[src/rtl/hxf_pkg.sv]
package hxf_pkg;
  typedef enum logic {BANK_A = 1'b0, BANK_B = 1'b1} bank_e;

  localparam logic [2:0] SLOT_CTRL = 3'd0;
  localparam logic [2:0] SLOT_BASE = 3'd1;
  localparam logic [2:0] SLOT_LEN  = 3'd2;
  localparam logic [2:0] SLOT_PID  = 3'd3;
  localparam logic [2:0] SLOT_DEV  = 3'd4;
  localparam logic [2:0] SLOT_G0   = 3'd5;
  localparam logic [2:0] SLOT_G1   = 3'd6;
  localparam logic [2:0] SLOT_G2   = 3'd7;
  localparam int NUM_BANKS = 2;
  localparam int DESC_SLOTS = 4;
endpackage

[src/rtl/hxf_bank.sv]
module hxf_bank
  import hxf_pkg::*;
#(
  parameter int DW = 8
) (
  input  logic          clk,
  input  logic          rst,
  input  logic          wr_en,
  input  logic [2:0]    slot,
  input  logic [DW-1:0] wr_data,
  output logic [DW-1:0] rd_data,
  input  logic          done_i,
  input  logic [DW-1:0] eng_status,
  input  logic [DW-1:0] eng_count,
  output logic          arm_o,
  output logic [DW-1:0] ctrl_o,
  output logic [DW-1:0] base_o,
  output logic [DW-1:0] len_o,
  output logic [DW-1:0] pid_o,
  output logic [DW-1:0] dev_o
);
  logic [DW-1:0] ctrl_q;
  logic [DW-1:0] desc_mem [DESC_SLOTS];
  logic [DW-1:0] xstat_q;
  logic [DW-1:0] xcnt_q;
  logic          desc_we;
  logic [1:0]    desc_idx;

  assign desc_we  = wr_en && (slot != SLOT_CTRL);
  assign desc_idx = 2'(slot - 3'd1);

  // descriptor storage: no reset, plain array write
  always_ff @(posedge clk) begin
    if (desc_we) desc_mem[desc_idx] <= wr_data;
  end

  always_ff @(posedge clk) begin
    if (rst) begin
      ctrl_q <= '0;
    end else begin
      if (done_i) ctrl_q[0] <= 1'b0;
      if (wr_en && slot == SLOT_CTRL) ctrl_q <= wr_data;
    end
  end

  always_ff @(posedge clk) begin
    if (done_i) begin
      xstat_q <= eng_status;
      xcnt_q  <= eng_count;
    end
  end

  always_comb begin
    unique case (slot)
      SLOT_CTRL: rd_data = ctrl_q;
      SLOT_BASE: rd_data = desc_mem[0];
      SLOT_LEN:  rd_data = desc_mem[1];
      SLOT_PID:  rd_data = xstat_q;
      SLOT_DEV:  rd_data = xcnt_q;
      default:   rd_data = '0;
    endcase
  end

  assign arm_o  = ctrl_q[0];
  assign ctrl_o = ctrl_q;
  assign base_o = desc_mem[0];
  assign len_o  = desc_mem[1];
  assign pid_o  = desc_mem[2];
  assign dev_o  = desc_mem[3];

  // an accepted completion drops the arm bit unless firmware rewrites it
  assert_arm_cleared_R6: assert property (@(posedge clk) disable iff (rst)
    (done_i && !(wr_en && slot == SLOT_CTRL)) |=> !ctrl_q[0]);
endmodule

[src/rtl/hxf_seq.sv]
module hxf_seq
  import hxf_pkg::*;
(
  input  logic  clk,
  input  logic  rst,
  input  logic  ext_set,
  input  logic  done_i,
  input  logic  arm_a,
  input  logic  arm_b,
  output logic  ext_o,
  output bank_e cur_o,
  output logic  valid_o,
  output logic  done_a_o,
  output logic  done_b_o
);
  logic  ext_q;
  bank_e cur_q;
  logic  accept;

  assign valid_o  = (cur_q == BANK_B) ? arm_b : arm_a;
  assign accept   = done_i && valid_o;
  assign done_a_o = accept && (cur_q == BANK_A);
  assign done_b_o = accept && (cur_q == BANK_B);

  always_ff @(posedge clk) begin
    if (rst) begin
      ext_q <= 1'b0;
      cur_q <= BANK_A;
    end else begin
      if (ext_set) ext_q <= 1'b1;
      if (accept && ext_q) cur_q <= (cur_q == BANK_A) ? BANK_B : BANK_A;
    end
  end

  assign ext_o = ext_q;
  assign cur_o = cur_q;

  // the extended-mode latch never falls outside reset
  assert_ext_sticky_R4: assert property (@(posedge clk) disable iff (rst)
    ext_q |=> ext_q);
  // accepted completion in extended mode hands over to the other bank
  assert_handover_R7: assert property (@(posedge clk) disable iff (rst)
    (accept && ext_q) |=> (cur_q != $past(cur_q)));
  // compatibility mode keeps bank A in charge
  assert_compat_bank_a_R5: assert property (@(posedge clk) disable iff (rst)
    !ext_q |-> (cur_q == BANK_A));
  // a strobe with nothing armed leaves the active bank alone
  assert_ignore_idle_R6: assert property (@(posedge clk) disable iff (rst)
    (done_i && !valid_o) |=> $stable(cur_q));
endmodule

[src/rtl/hxf_irq.sv]
module hxf_irq #(
  parameter int DW = 8
) (
  input  logic          clk,
  input  logic          rst,
  input  logic          en_wr,
  input  logic          clr_wr,
  input  logic [DW-1:0] wr_data,
  input  logic          set_a,
  input  logic          set_b,
  output logic [DW-1:0] en_o,
  output logic [1:0]    flags_o,
  output logic          irq_o
);
  logic [DW-1:0] en_q, en_d;
  logic [1:0]    flags_q, flags_d;
  logic          irq_q;

  always_comb begin
    en_d    = en_wr ? wr_data : en_q;
    flags_d = flags_q;
    if (clr_wr) flags_d = flags_d & ~wr_data[1:0];
    if (set_a)  flags_d[0] = 1'b1;
    if (set_b)  flags_d[1] = 1'b1;
  end

  always_ff @(posedge clk) begin
    if (rst) begin
      en_q    <= '0;
      flags_q <= '0;
      irq_q   <= 1'b0;
    end else begin
      en_q    <= en_d;
      flags_q <= flags_d;
      irq_q   <= |(flags_d & en_d[1:0]);
    end
  end

  assign en_o    = en_q;
  assign flags_o = flags_q;
  assign irq_o   = irq_q;

  // a completion always leaves its flag set, even against a clear
  assert_flag_set_a_R9: assert property (@(posedge clk) disable iff (rst)
    set_a |=> flags_q[0]);
  assert_flag_set_b_R9: assert property (@(posedge clk) disable iff (rst)
    set_b |=> flags_q[1]);
  // interrupt only with an enabled latched flag
  assert_irq_source_R10: assert property (@(posedge clk) disable iff (rst)
    irq_o |-> |(flags_q & en_q[1:0]));
endmodule

[src/rtl/hxf_regfile.sv]
module hxf_regfile
  import hxf_pkg::*;
#(
  parameter int AW = 8,
  parameter int DW = 8
) (
  input  logic          clk,
  input  logic          rst,
  input  logic [AW-1:0] cpu_addr,
  input  logic          cpu_wr,
  input  logic [DW-1:0] cpu_wdata,
  output logic [DW-1:0] cpu_rdata,
  input  logic          eng_done,
  input  logic [DW-1:0] eng_status,
  input  logic [DW-1:0] eng_count,
  output logic          act_valid,
  output logic          act_bank,
  output logic [DW-1:0] act_ctrl,
  output logic [DW-1:0] act_base,
  output logic [DW-1:0] act_len,
  output logic [DW-1:0] act_pid,
  output logic [DW-1:0] act_dev,
  output logic          irq_o
);
  localparam int HI_W = AW - 4;

  logic          in_window;
  logic          hi_half;
  logic [2:0]    slot;
  logic          is_global;

  assign in_window = (cpu_addr[AW-1:4] == HI_W'(0));
  assign hi_half   = cpu_addr[3];
  assign slot      = cpu_addr[2:0];
  assign is_global = in_window && (slot >= SLOT_G0);

  logic [DW-1:0] b_rd   [NUM_BANKS];
  logic [DW-1:0] b_ctrl [NUM_BANKS];
  logic [DW-1:0] b_base [NUM_BANKS];
  logic [DW-1:0] b_len  [NUM_BANKS];
  logic [DW-1:0] b_pid  [NUM_BANKS];
  logic [DW-1:0] b_dev  [NUM_BANKS];
  logic          b_arm  [NUM_BANKS];
  logic          b_done [NUM_BANKS];

  logic  ext_q;
  bank_e cur;
  logic  valid_w, done_a, done_b;

  assign b_done[0] = done_a;
  assign b_done[1] = done_b;

  for (genvar g = 0; g < NUM_BANKS; g++) begin : g_bank
    logic bank_we;
    assign bank_we = cpu_wr && in_window && (hi_half == 1'(g)) && (slot <= SLOT_DEV);
    hxf_bank #(.DW(DW)) bank_i (
      .clk        (clk),
      .rst        (rst),
      .wr_en      (bank_we),
      .slot       (slot),
      .wr_data    (cpu_wdata),
      .rd_data    (b_rd[g]),
      .done_i     (b_done[g]),
      .eng_status (eng_status),
      .eng_count  (eng_count),
      .arm_o      (b_arm[g]),
      .ctrl_o     (b_ctrl[g]),
      .base_o     (b_base[g]),
      .len_o      (b_len[g]),
      .pid_o      (b_pid[g]),
      .dev_o      (b_dev[g])
    );
  end

  hxf_seq seq_i (
    .clk      (clk),
    .rst      (rst),
    .ext_set  (cpu_wr && is_global && hi_half && slot == SLOT_G2),
    .done_i   (eng_done),
    .arm_a    (b_arm[0]),
    .arm_b    (b_arm[1]),
    .ext_o    (ext_q),
    .cur_o    (cur),
    .valid_o  (valid_w),
    .done_a_o (done_a),
    .done_b_o (done_b)
  );

  logic [DW-1:0] irq_en;
  logic [1:0]    flags;

  hxf_irq #(.DW(DW)) irq_i (
    .clk     (clk),
    .rst     (rst),
    .en_wr   (cpu_wr && is_global && !hi_half && slot == SLOT_G1),
    .clr_wr  (cpu_wr && is_global && hi_half && slot == SLOT_G0),
    .wr_data (cpu_wdata),
    .set_a   (done_a),
    .set_b   (done_b),
    .en_o    (irq_en),
    .flags_o (flags),
    .irq_o   (irq_o)
  );

  // plain global registers: 05h, 07h, 0Eh
  logic [DW-1:0] mode_q, peer_q, aux_q;
  always_ff @(posedge clk) begin
    if (rst) begin
      mode_q <= '0;
      peer_q <= '0;
      aux_q  <= '0;
    end else if (cpu_wr && is_global) begin
      if (!hi_half && slot == SLOT_G0) mode_q <= cpu_wdata;
      if (!hi_half && slot == SLOT_G2) peer_q <= cpu_wdata;
      if ( hi_half && slot == SLOT_G1) aux_q  <= cpu_wdata;
    end
  end

  logic [DW-1:0] rd_next;
  always_comb begin
    rd_next = '0;
    if (in_window) begin
      if (slot <= SLOT_DEV) begin
        rd_next = b_rd[hi_half];
      end else begin
        unique case ({hi_half, slot})
          {1'b0, SLOT_G0}: rd_next = mode_q;
          {1'b0, SLOT_G1}: rd_next = irq_en;
          {1'b0, SLOT_G2}: rd_next = peer_q;
          {1'b1, SLOT_G0}: rd_next = DW'(flags);
          {1'b1, SLOT_G1}: rd_next = aux_q;
          {1'b1, SLOT_G2}: rd_next = DW'(ext_q);
          default:         rd_next = '0;
        endcase
      end
    end
  end

  always_ff @(posedge clk) begin
    if (rst) cpu_rdata <= '0;
    else     cpu_rdata <= rd_next;
  end

  assign act_valid = valid_w;
  assign act_bank  = cur;
  assign act_ctrl  = b_ctrl[cur];
  assign act_base  = b_base[cur];
  assign act_len   = b_len[cur];
  assign act_pid   = b_pid[cur];
  assign act_dev   = b_dev[cur];

  // the window above 0Fh reads as zero
  assert_unmapped_zero_R11: assert property (@(posedge clk) disable iff (rst)
    !in_window |=> (cpu_rdata == '0));
  // an unarmed active bank never reports valid
  assert_no_unarmed_start_R8: assert property (@(posedge clk) disable iff (rst)
    act_valid |-> act_ctrl[0]);
endmodule

[config.mk]
export PLATFORM = sky130hd
export DESIGN_NAME = hxf_regfile
export DESIGN_NICKNAME = d
export VERILOG_FILES = /design/src/rtl/hxf_pkg.sv /design/src/rtl/hxf_bank.sv /design/src/rtl/hxf_seq.sv /design/src/rtl/hxf_irq.sv /design/src/rtl/hxf_regfile.sv
export SDC_FILE = /design/constraint.sdc
export NUM_CORES = 1
export LEC_CHECK = 0
export BUFFER_PORTS_ARGS = -buffer_cell sky130_fd_sc_hd__clkbuf_2
export CORE_MARGIN = 2
export CORE_UTILIZATION = 50
export CTS_CLUSTER_SIZE = 16
export DETAILED_ROUTE_END_ITERATION = 8
export GPL_ROUTABILITY_DRIVEN = 0
export MAX_ROUTING_LAYER = met4
export PLACE_DENSITY = 0.75
export SLEW_MARGIN = 20
export SYNTH_ARGS = -nofsm -noshare
export SYNTH_HDL_FRONTEND = slang
export SYNTH_SLANG_ARGS = --single-unit
[constraint.sdc]
create_clock -name clk -period 3.2 [get_ports clk]
set_input_delay 0.16 -clock clk [delete_from_list [all_inputs] [get_ports clk]]
set_output_delay 0.16 -clock clk [all_outputs]
set_load 0.01 [all_outputs]
==> impl_metrics.toml <==
[timing]
tightest_slew_ns = 1.02
final_hold_viol_count = 0
setup_viol = 0
clock_skew_ns = 0.00661
period_share_pct = 70.0
setup_tns_ns = 0
slew_violations = 0
rsz0062_at_grt = "false"
fin_crit_ns = 2.24
fmax_mhz = 447
relSlewSlack_pct = 32.0

[placement]
numPortBuffers = 86
dpl.cell_count = 781
hpwl_mm = 11.5
place_area_um2 = 7350

[clock_tree]
root_buffer = "clkbuf_16"
htreeDepth = 4
cts_resized = 0
post_cts_buffers = 0
clk-insertion-delay-late_ns = 0.42
path_clk_slew_ns = 0.06
clockBufferDepth = 2
tritoncts = "yes"
cts.hold.buffers_added = 16
cts_sinks = 157
numCtsBuffers = 17

[worst_setup_path]
r2r_cells = 3
worstPathArrival_ns = 2.08
crit_path_end_kind = "output pin"
start_kind = "flop"
cp.required_ns = 3.04
critPathMaxFanout = 29
crit_type = "flop to output pin"

[power]
ir_drop_uv = 332
p_per_area_nw_per_um2 = 534
p_leak_nw = 3.29

[logic_synthesis]
synth_edf_count = 96
synthesis.area_um2 = 6800
synth_area_leaders = "edfxtp_1 (42%), dfxtp_1 (18%), mux2i_1 (8.8%), mux2_2 (7.4%), nor2_1 (3.4%)"
synth.top_cell.area_share_pct = 42.4
synth_nets = 579
synthFlopType = "edfxtp_1"
synth.distinct_cells = 55
yosys.area.top_type = "edfxtp_1"
ys_ff_latch = 157
syn_avg_cell_area_um2 = 12.5
synth.yosys.seq_area_share_pct = 60.3
ys_async_sr_fraction_pct = 0
synth_cells = 543
ys.warnings.count = 0

[floorplanning]
dieArea_um2 = 14600
floorplan.initialDensity_pct = 51.4
rows = 42
coreArea_um2 = 13200
die_height_um = 121
ios = 87
fp.dieW_um = 121

[global_route]
grt_pass1_wl_mm = 27.0
grt_pass1_vias = 4802
antenna_found_initial = 1
grt-ovfl-total = 0
grtUsageTotal_pct = 25.7
grt_max_degree = 54

[detailed_routing]
routed_wl_mm = 17.6
wl_per_cell_um = 21.2
drt_pass1_iterations = 6
drc_errors = 0
drtIter0Drc = 602
viasPerCell = 5.90
ant_nets = 0
routed-via-count = 4899

[cells_and_area]
final_area_um2 = 8110
drive_above_1_share_pct = 28.6
final_cells = 830
syn_to_final_growth_pct = 19.2
fin_util_pct = 61.2
fin_nets = 676

[min_path]
min_path_cells = 3
hp-class = "input port to flop"

[run]
drv_cap = 0

[outcome]
outcome = "complete, no violations"
## cell families (layout without fill, tap and decap cells)
group                  Yosys count  after routing  synth area share (%)
AOI/OAI and AO/OA               81             81                  7.85
buffers and inverters           46            156                  3.53
DFF                            157            157                  60.3
muxes                          108            108                  17.3
other                            0              1                     0
and+or+nand+nor                151            151                  11.0
## path summary, 6_finish.rpt
check / start / end / slack, ns
worst max-delay path: seq_i.cur_o / act_dev[2] / 0.96
worst min-delay path: rst / cpu_rdata[3] / 0.23
worst max register to register: seq_i.cur_o / irq_i.irq_o / 1.13
worst min register to register: mode_q[6] / mode_q[6] / 0.46
## final cells by class
type / count / area [um^2]
fill: 1034 / 5130
sequential: 157 / 4110
multi-input combinational: 340 / 2460
timing repair buffer: 117 / 703
clock buffer: 28 / 571
tap: 176 / 220
inverter: 7 / 26.3
clock inverter: 4 / 21.3
antenna: 1 / 2.50
## where the power goes
part	internal, mW	leakage, nW	switching (mW)
Combinational	0.0748	1.64	0.146
Clock	1.21	0.296	0.750
Sequential	2.15	1.35	0.00159
Total	3.43	3.29	0.898
## synth_stat cells (6+ instances only)
cell	count
a31oi_1	6
nand3_1	20
a21oi_1	27
mux2_2	45
dfxtp_1	61
mux2i_1	60
edfxtp_1	96
buf_2	9
nor2b_1	6
o21ai_0	11
nand2_1	32
inv_1	6
nor2_1	62
clkbuf_1	14
buf_1	7
buf_6	6
## worst max-delay path, cell delays in order, from the launching register on
cell	delay, ns
dfxtp_2	0.77
buf_4	0.38
mux2_2	0.38
clkbuf_2	0.13
## flip-flops by register name, indices dropped and copies added (netlist names), 16 cells and up
name and flops:
g_bank.bank_i.xcnt_q 16, g_bank.bank_i.ctrl_o 16, g_bank.bank_i.desc_mem 64, g_bank.bank_i.xstat_q 16
## through the flow
stage	hold slack [ns]	worst slack [ns]	total power, mW
5_1_grt	0.233	0.862	4.45
3_5_place_dp	0.354	0.852	2.39
2_1_floorplan	0.259	1.14	2.31
3_3_place_gp	0.351	0.996	2.38
4_1_cts	0.205	0.922	4.35
6_report	0.225	0.961	4.33
## layer usage
layer	share of wire, %	GRT usage, %	vias up
li1	-	-	2206
met1	41	34.3	2392
met2	47	38.0	260
met3	8.5	6.08	41
met4	3.0	10.8	0
met5	0	-	-
## cell usage in the layout (no fill, tap or decap), types with 2 or more instances in the layout
master,netlist,layout
a211oi_1,5,5
nor2_1,62,62
and3_1,4,4
nand3b_1,2,2
o211ai_1,2,2
nor3b_1,5,5
dfxtp_1,61,60
o22ai_1,4,4
a32oi_1,2,2
nor2b_1,6,6
inv_1,6,6
clkinv_2,0,3
nor3_1,5,5
mux2i_1,60,60
a221oi_1,2,2
a31oi_1,6,6
o221ai_1,4,4
nand4_2,2,2
a21oi_1,27,27
clkbuf_1,14,4
clkbuf_16,0,20
mux4_2,3,3
clkbuf_2,0,86
o32a_1,2,2
clkbuf_8,0,4
nand2_1,32,32
nand3_1,20,20
edfxtp_1,96,96
o21ai_0,11,11
dlygate4sd3_1,0,16
o32ai_1,5,5
nand2b_1,2,2
mux2_2,45,45
buf_4,3,15
Power figures use the tool's default switching activity.
